===== src/rtl/pwm_audio_out.sv =====
module pwm_audio_out #(
  parameter int W        = 16,
  parameter int EDGE_LEN = 512,
  parameter int BAL_LEN  = 1024
) (
  input  logic         clk,
  input  logic         rst,
  input  logic         en,
  input  logic [1:0]   mode,
  input  logic         smp_stb,
  input  logic [W-1:0] tx_smp,
  input  logic [W-1:0] rx_smp,
  output logic         pwm_out
);
  localparam int EB = $clog2(EDGE_LEN);
  localparam int CW = $clog2(BAL_LEN);
  localparam logic [1:0] M_DS = 2'b00, M_BAL = 2'b01, M_EDGE = 2'b10, M_OFF = 2'b11;

  logic [1:0]   cur_mode;
  logic [CW-1:0] cnt;
  logic [W-1:0] pend, act, acc;

  logic [W:0] wide;
  logic [W-1:0] sat;
  assign wide = {tx_smp[W-1], tx_smp} + {rx_smp[W-1], rx_smp};
  assign sat  = (wide[W] != wide[W-1]) ? {wide[W], {(W-1){~wide[W]}}} : wide[W-1:0];

  logic [W-1:0] u;
  assign u = {~act[W-1], act[W-2:0]};

  logic [W:0] ds_sum;
  assign ds_sum = {1'b0, acc} + {1'b0, u};

  logic [CW:0] thr_e, lo_b, hi_b, cnt_x;
  logic [CW-1:0] duty_b;
  assign duty_b = u[W-1 -: CW];
  assign thr_e  = (CW+1)'(EDGE_LEN) - (CW+1)'(u[W-1 -: EB]);
  assign lo_b   = (CW+1)'(BAL_LEN/2) - (CW+1)'(duty_b >> 1);
  assign hi_b   = lo_b + (CW+1)'(duty_b);
  assign cnt_x  = {1'b0, cnt};

  logic wave, last;
  always_comb begin
    case (cur_mode)
      M_DS:    wave = ds_sum[W];
      M_BAL:   wave = (cnt_x >= lo_b) && (cnt_x < hi_b);
      M_EDGE:  wave = cnt_x >= thr_e;
      default: wave = 1'b0;
    endcase
  end

  assign last = (cur_mode == M_DS) || (cur_mode == M_OFF) ||
                (cur_mode == M_EDGE && cnt == CW'(EDGE_LEN-1)) ||
                (cur_mode == M_BAL  && cnt == CW'(BAL_LEN-1));

  always_ff @(posedge clk) begin
    if (rst) begin
      cur_mode <= M_OFF;
      cnt      <= '0;
      pend     <= '0;
      act      <= '0;
      acc      <= '0;
      pwm_out  <= 1'b0;
    end else begin
      pwm_out <= en & wave;
      acc     <= (cur_mode == M_DS) ? ds_sum[W-1:0] : '0;
      if (smp_stb) pend <= sat;
      if (last) begin
        cnt      <= '0;
        act      <= pend;
        cur_mode <= mode;
      end else begin
        cnt <= cnt + 1'b1;
      end
    end
  end

  AST_OFF_WHEN_DISABLED: assert property (@(posedge clk) disable iff (rst) !en |=> !pwm_out);
  AST_SAT_NEG: assert property (@(posedge clk) disable iff (rst)
    smp_stb && tx_smp[W-1] && rx_smp[W-1] |=> pend[W-1]);
  AST_SAT_POS: assert property (@(posedge clk) disable iff (rst)
    smp_stb && !tx_smp[W-1] && !rx_smp[W-1] |=> !pend[W-1]);
  AST_BAL_START_LOW: assert property (@(posedge clk) disable iff (rst)
    cur_mode == M_BAL && cnt == '0 |=> !pwm_out);
  AST_EDGE_START_LOW: assert property (@(posedge clk) disable iff (rst)
    cur_mode == M_EDGE && cnt == '0 |=> !pwm_out);
  AST_EDGE_WRAP: assert property (@(posedge clk) disable iff (rst)
    cur_mode == M_EDGE && cnt == CW'(EDGE_LEN-1) |=> cnt == '0);
  AST_RSV_LOW: assert property (@(posedge clk) disable iff (rst) cur_mode == M_OFF |=> !pwm_out);
  AST_SAMPLE_HELD: assert property (@(posedge clk) disable iff (rst) !last |=> $stable(act));
  AST_MODE_HELD: assert property (@(posedge clk) disable iff (rst) !last |=> $stable(cur_mode));
endmodule


===== config.mk =====
export PLATFORM = sky130hd
export DESIGN_NAME = pwm_audio_out
export DESIGN_NICKNAME = d
export VERILOG_FILES = /design/src/rtl/pwm_audio_out.sv
export SDC_FILE = /design/constraint.sdc
export NUM_CORES = 1
export LEC_CHECK = 0
export BUFFER_PORTS_ARGS = -buffer_cell sky130_fd_sc_hd__buf_2
export CORE_MARGIN = 8
export CORE_UTILIZATION = 35
export CTS_BUF_LIST = sky130_fd_sc_hd__clkbuf_16
export DETAILED_ROUTE_END_ITERATION = 10
export GPL_TIMING_DRIVEN = 0
export MAX_ROUTING_LAYER = met4
export SLEW_MARGIN = 20
export SYNTH_ARGS = -nofsm -noshare
export SYNTH_HDL_FRONTEND = slang
export SYNTH_SLANG_ARGS = --single-unit

===== constraint.sdc =====
create_clock -name clk -period 4.33 [get_ports clk]
set_input_delay 0.866 -clock clk [delete_from_list [all_inputs] [get_ports clk]]
set_output_delay 0.866 -clock clk [all_outputs]
set_load 0.03 [all_outputs]

Yosys cells after proc, flatten, opt, wreduce, memory -nomap -nowiden
Index checks and enable logic that the tools add are counted.
{ "word_totals": {"register_bits": 61, "inputBits": 38, "output_inout_bits": 1, "word_cells": 34} }
{ "op_classes": {"addsub": 5, "n_lt_le_gt_ge": 2, "eq_ne": 6, "n_mux": 2, "bitwise": 4, "reduce_logical": 9} }
{ "op_table": {"columns": ["op", "count"], "rows": [
  ["16-bit by 16-bit adder with 17-bit output", 2],
  ["16-bit 2-to-1 mux", 1],
  ["11-bit by 10-bit adder with 11-bit output", 1],
  ["10-bit by 11-bit greater-or-equal comparator with 1-bit output", 1],
  ["10-bit by 11-bit less-than comparator with 1-bit output", 1],
  ["10-bit by 9-bit subtractor with 11-bit output (first input constant)", 1],
  ["10-bit by 1-bit adder with 10-bit output (second input constant)", 1],
  ["10-bit == test (second input constant)", 1],
  ["10-bit by 9-bit == test with 1-bit output (second input constant)", 1],
  ["2-bit == test (second input constant)", 2],
  ["2-bit OR reduction", 2],
  ["1-bit logical AND", 3],
  ["1-bit logical OR", 3],
  ["1-bit inverter", 3],
  ["1-bit one-hot mux with 3 select lines", 1],
  ["2-bit by 1-bit == test with 1-bit output (second input constant)", 1],
  ["2-bit logical NOT", 1],
  ["1-bit bitwise AND", 1],
  ["1-bit != test", 1]
]} }

Longest topological paths before layout
{ "depth": {"ltp_word": 7, "ltp_mapped": 18, "ltp_nobuf": 18} }

Worst setup path before layout
No wires, ideal clock.
{ "synth_path": {"path_kind": "input -> register", "start": "in tx_smp[0]", "end": "reg pend[10]", "setup_time_ps": 60, "arrival_ps": 3208, "t_required_ps": 4270, "setup_slack_ps": 1062, "path_stages": 12, "path_buffers": 2, "cell_sequence": "ha_1 -> inv_1 -> fa_1 -> and2b_1 -> o2111ai_2 -> a31o_1 -> a311o_1 -> a41o_1 -> buf_6 -> buf_6 -> a21oi_2 -> o221a_1"} }
{ "synth_via": {"elab_chain_cells": 3, "elab_cells_between_ends": 4, "classes_between": "add/sub: 1; eq/ne: 1; mux: 1; bitwise: 1"} }
{ "synth_lines": {"columns": ["item", "line", "rtl"], "rows": [
  ["from (decl)", "11", "input logic [W-1:0] tx_smp,"],
  ["16-bit by 16-bit adder with 17-bit output (*)", "25", "assign wide = {tx_smp[W-1], tx_smp} + {rx_smp[W-1], rx_smp};"],
  ["1-bit != test / 1-bit inverter (equally long branches)", "26", "assign sat = (wide[W] != wide[W-1]) ? {wide[W], {(W-1){~wide[W]}}} : wide[W-1:0];"],
  ["16-bit 2-to-1 mux (*)", "26", null],
  ["to (signal assigned)", "67", "if (smp_stb) pend <= sat;"],
  ["to (decl)", "21", "logic [W-1:0] pend, act, acc;"]
]} }
Every way passes the cells marked *; elsewhere a longest branch is shown, timed or not.
A chain may end at the register's enable or synchronous reset.

Worst setup path after layout
{ "layout_path": {"start": "reg act[7]", "end": "reg pwm_out"} }
{ "layout_via": {"elab_chain_cells": 6, "elab_cells_between_ends": 8, "classes_between": "add/sub: 3; order compare: 2; mux: 1; bitwise: 1; reduce/logical: 1"} }
{ "layout_lines": {"columns": ["item", "line", "rtl"], "rows": [
  ["from (decl)", "21", null],
  ["from (signal assigned)", "70", "act <= pend;"],
  ["10-bit by 9-bit subtractor with 11-bit output", "37, 38", null],
  ["11-bit by 10-bit adder with 11-bit output", "39", "assign hi_b = lo_b + (CW+1)'(duty_b);"],
  ["10-bit by 11-bit less-than comparator with 1-bit output", "46", "M_BAL: wave = (cnt_x >= lo_b) && (cnt_x < hi_b);"],
  ["1-bit logical AND", "46", null],
  ["1-bit one-hot mux with 3 select lines (*)", "44", "case (cur_mode)"],
  ["1-bit bitwise AND (*)", "65", "pwm_out <= en & wave;"],
  ["to (signal assigned)", "65", null],
  ["to (decl)", "13", "output logic pwm_out"]
]} }
Marked as above.

==> results.rst <==
.. list-table::
   :header-rows: 1

   * - Metric
     - Value
   * - Status
     - completed
   * - Part of the power in the clock network
     - 23.2%
   * - Predominant post-synthesis flop cell
     - sky130_fd_sc_hd__dfxtp_1
   * - Maximum fanout encountered on the critical timing path
     - 9
   * - Antenna Violating Nets Remaining
     - 0
   * - Hold-fix buffers, CTS
     - 0
   * - Antenna diode count
     - 0
   * - Unique masters post-synth
     - 61
   * - Worst slew margin
     - 54.3%
   * - Number of levels the H-tree was split into
     - 3
   * - Portion of total power attributed to sequential cells
     - a little over a quarter
   * - Overall global routing resource usage
     - a little over an eighth
   * - Wire length on met1
     - 5.57 mm
   * - Slack of the worst reg-to-reg path
     - 0.68 ns
   * - Leak pwr
     - roughly 2.5 nW
   * - Synth Net Count
     - between 600 and 700
   * - Dominant cells by area after synthesis
     - sky130_fd_sc_hd__dfxtp_1, sky130_fd_sc_hd__ha_1, sky130_fd_sc_hd__nor2_1
   * - Number of buffers inserted during clock tree synthesis
     - 9
   * - Final number of hold-violating endpoints
     - 0
   * - Register-to-Register Path Depth
     - 18
   * - Crit path launch type
     - flop
   * - Number of cells on the worst hold path
     - 1
   * - CTS tree
     - built
   * - Routability congestion estimate from global placement
     - 0.899
   * - Clock tree buffer depth
     - 2
   * - Average instance area after synthesis
     - 8.48 um2
   * - Most instantiated library cell after synthesis
     - sky130_fd_sc_hd__ha_1
   * - Post-Place Worst Slack
     - 0.674 ns
   * - FP Rows
     - 42
   * - Seq/Total Area, Yosys
     - ~26%
   * - Shortest clock period the worst path allows after layout
     - approximately 3.7 ns
   * - Initial core utilization
     - roughly 36%
   * - Upper clock frequency limit
     - 274 MHz
   * - Setup ws final
     - 0.675 ns
   * - Top-Level Pins
     - 39
   * - Setup Total Neg Slack
     - 0 ns
   * - Area of the core region
     - 0.0133 mm2
   * - Met2 wire length
     - 5.24 mm
   * - Data arrival, critical path
     - 3.86 ns
   * - Vias in the first global route
     - between 4000 and 5000
   * - Final HPWL DP
     - approximately 9.1 mm
   * - Clk sinks
     - 61
   * - Die area
     - 0.0177 mm2
   * - Clock insertion delay at the later pin of the skew report
     - 0.34 ns
   * - Cell internal pwr
     - ~1.6 mW
   * - Most numerous cell types in the synthesized netlist
     - sky130_fd_sc_hd__ha_1, sky130_fd_sc_hd__nor2_1, sky130_fd_sc_hd__dfxtp_1
   * - Number of flops mapped to enable cells by yosys
     - 0
   * - Vias per Instance
     - 5.16
   * - Count of final max-slew check failures
     - 0
   * - Crit path capture type
     - flop
   * - Peak VDD IR
     - 179 uV
   * - Proportion of total power due to net switching
     - 41.6%
   * - Clock-pin slew reported for the worst setup and hold paths after clock tree synthesis
     - about 0.060 ns
   * - Hold endpoint
     - cnt[0]
   * - Post-CTS Setup Bufs
     - 0
   * - DRC violation count after routing
     - 0
   * - Hold WC Path Type
     - reg2reg
   * - Final wirelength
     - between 10 and 15 mm
   * - Actual slew at the worst max-slew pin
     - 0.680 ns
   * - PostCTS Resize Cnt
     - 0
   * - Largest net degree at the start of global routing
     - 12
   * - Total number of nets in the final design
     - 720
   * - Endpoint required time on the critical path
     - 4.53 ns
   * - Critical setup path kind
     - reg2reg
   * - Global-route wire length before repair
     - 19.2 mm
   * - Initial antenna violation count
     - 0
   * - Fraction of layout cells with a size suffix above 1
     - around an eighth
   * - Power Dens Cells
     - approximately 510 mW/mm2
   * - Power share of the combinational group
     - 50.7%
   * - Net switching power
     - around 1.2 mW
   * - Sum of internal, switching and leakage power
     - ~2.8 mW
   * - Clock tree skew after final layout
     - 0.00769 ns
   * - Endpoint of the worst register-to-register path
     - pwm_out
   * - Met3 wire len
     - 250 um
   * - Setup repair after global routing missed its margin
     - no
   * - Post-Place Cells
     - approximately 780
   * - Port Buffers
     - 38
   * - Clock Tree Root
     - sky130_fd_sc_hd__clkbuf_16
   * - Core utilization of the finished layout
     - 41.1%
   * - Cell area after layout
     - 0.00546 mm2
   * - Post-Route Hold Slack
     - 0.477 ns
   * - Overall die height
     - about 130 um
   * - Remaining global-route overflow
     - 0
   * - Final-report setup violation count
     - 0
   * - Proportion of synthesized flip-flops having asynchronous set or reset
     - 0%
   * - Number of violations of the max-capacitance limit
     - 0
   * - Total of flip-flops plus latches after synthesis
     - between 60 and 70
   * - Synthesis warning total
     - 0
   * - Non-filler cells, final
     - approximately 790
   * - Number of DRC violations after detailed-routing iteration 0
     - 163
   * - Startpoint of the worst hold path
     - cnt[0]
   * - Share of the synthesized area in the top cell type
     - between 20% and 30%
   * - Highest routed metal layer
     - met4
   * - Placed instance area
     - 0.00519 mm2
   * - Via count
     - 4099
   * - Synth Cell Area
     - 0.00478 mm2
   * - Cell count after synthesis
     - 564
   * - Count of TritonRoute iterations in the first routing pass
     - 4
   * - Tcrit/Tclk final
     - 84.4%
   * - WL/cell
     - 14.2 um
   * - Largest area contributor in the netlist
     - sky130_fd_sc_hd__dfxtp_1
   * - Die width
     - 133 um
   * - Source of the worst register-to-register timing path
     - act[7]
   * - Area growth from synthesis to layout
     - 14.2%
[final cells by class]
class                           count  area (um2)
Fill cell                        1309        7840
Multi-Input combinational cell    453        3350
Sequential cell                    61        1220
Clock buffer                        9         225
Tap cell                          176         220
Timing Repair Buffer               38         190
Inverter                           35         131
Buffer                             15        76.3
Clock inverter                      7        42.5
[cell families (layout without fill, tap and decap cells)]
kind of cell	Yosys count	count (layout)	share of synthesized area [%]
AO/OA/AOI/OAI	168	168	24.9
AND/OR/NAND/NOR	158	158	15.7
adder cells (fa/ha/maj)	69	69	18.4
flip-flops	61	61	25.5
buffers and inverters	50	104	4.34
XOR/XNOR	42	42	7.69
multiplexers	16	16	3.40
[state kept, by name, summed over array words and instances (netlist names)]
signal    flops
cur_mode      2
pwm_out       1
cnt          10
act          16
acc          16
pend         16
[critical path: stages (launching register included)]
cell and delay [ns]:
sky130_fd_sc_hd__dfxtp_1 0.57, sky130_fd_sc_hd__inv_1 0.11, sky130_fd_sc_hd__ha_1 0.26, sky130_fd_sc_hd__xnor2_1 0.22, sky130_fd_sc_hd__ha_1 0.27, sky130_fd_sc_hd__inv_1 0.10
sky130_fd_sc_hd__o21bai_1 0.09, sky130_fd_sc_hd__a21oi_1 0.29, sky130_fd_sc_hd__o21a_1 0.26, sky130_fd_sc_hd__nand2b_1 0.08, sky130_fd_sc_hd__a21oi_1 0.17, sky130_fd_sc_hd__xor2_1 0.09
sky130_fd_sc_hd__ha_1 0.29, sky130_fd_sc_hd__a21oi_1 0.06, sky130_fd_sc_hd__nor2b_1 0.09, sky130_fd_sc_hd__o21ai_0 0.08, sky130_fd_sc_hd__and3_1 0.19, sky130_fd_sc_hd__a22oi_1 0.18
sky130_fd_sc_hd__o22ai_1 0.10
[per-layer routing]
layer	vias to the layer above	global-route usage, %
met5	-	-
met4	0	5.36
met3	15	2.27
met2	66	21.7
met1	1868	16.4
li1	2150	-
[placed cells by master (no fill, tap or decap), types with 11 or more instances in the layout]
cell / count
sky130_fd_sc_hd__o221a_1: 11
sky130_fd_sc_hd__buf_2: 42
sky130_fd_sc_hd__dfxtp_1: 61
sky130_fd_sc_hd__nor2_1: 63
sky130_fd_sc_hd__a21o_1: 16
sky130_fd_sc_hd__o21ai_0: 28
sky130_fd_sc_hd__xnor2_1: 20
sky130_fd_sc_hd__nand2_1: 27
sky130_fd_sc_hd__nor3_1: 11
sky130_fd_sc_hd__a21oi_1: 40
sky130_fd_sc_hd__ha_1: 67
sky130_fd_sc_hd__xor2_1: 22
sky130_fd_sc_hd__inv_1: 34
sky130_fd_sc_hd__mux2i_1: 14
[power by group through the flow]
stage               Combinational, mW  Clock, mW  Sequential [mW]
floorplan                        1.11          0            0.702
CTS                              1.41      0.659            0.725
finish                           1.41      0.645            0.724
global placement                 1.36          0            0.735
global route                     1.60      0.680            0.736
detailed placement               1.40          0            0.737
[how the worst max path moves through the flow]
| stage | start | to | slack, ns | cells after the start |
|---|---|---|---|---|
| floorplan | tx_smp[0] | pend[10] | 1.06 | 12 |
| global placement | act[7] | pwm_out | 0.66 | 18 |
| detailed placement | act[7] | pwm_out | 0.67 | 18 |
| global route | act[7] | pwm_out | 0.30 | 18 |
| finish | act[7] | pwm_out | 0.68 | 18 |
| CTS | act[7] | pwm_out | 0.65 | 18 |
Power figures use the tool's default switching activity.
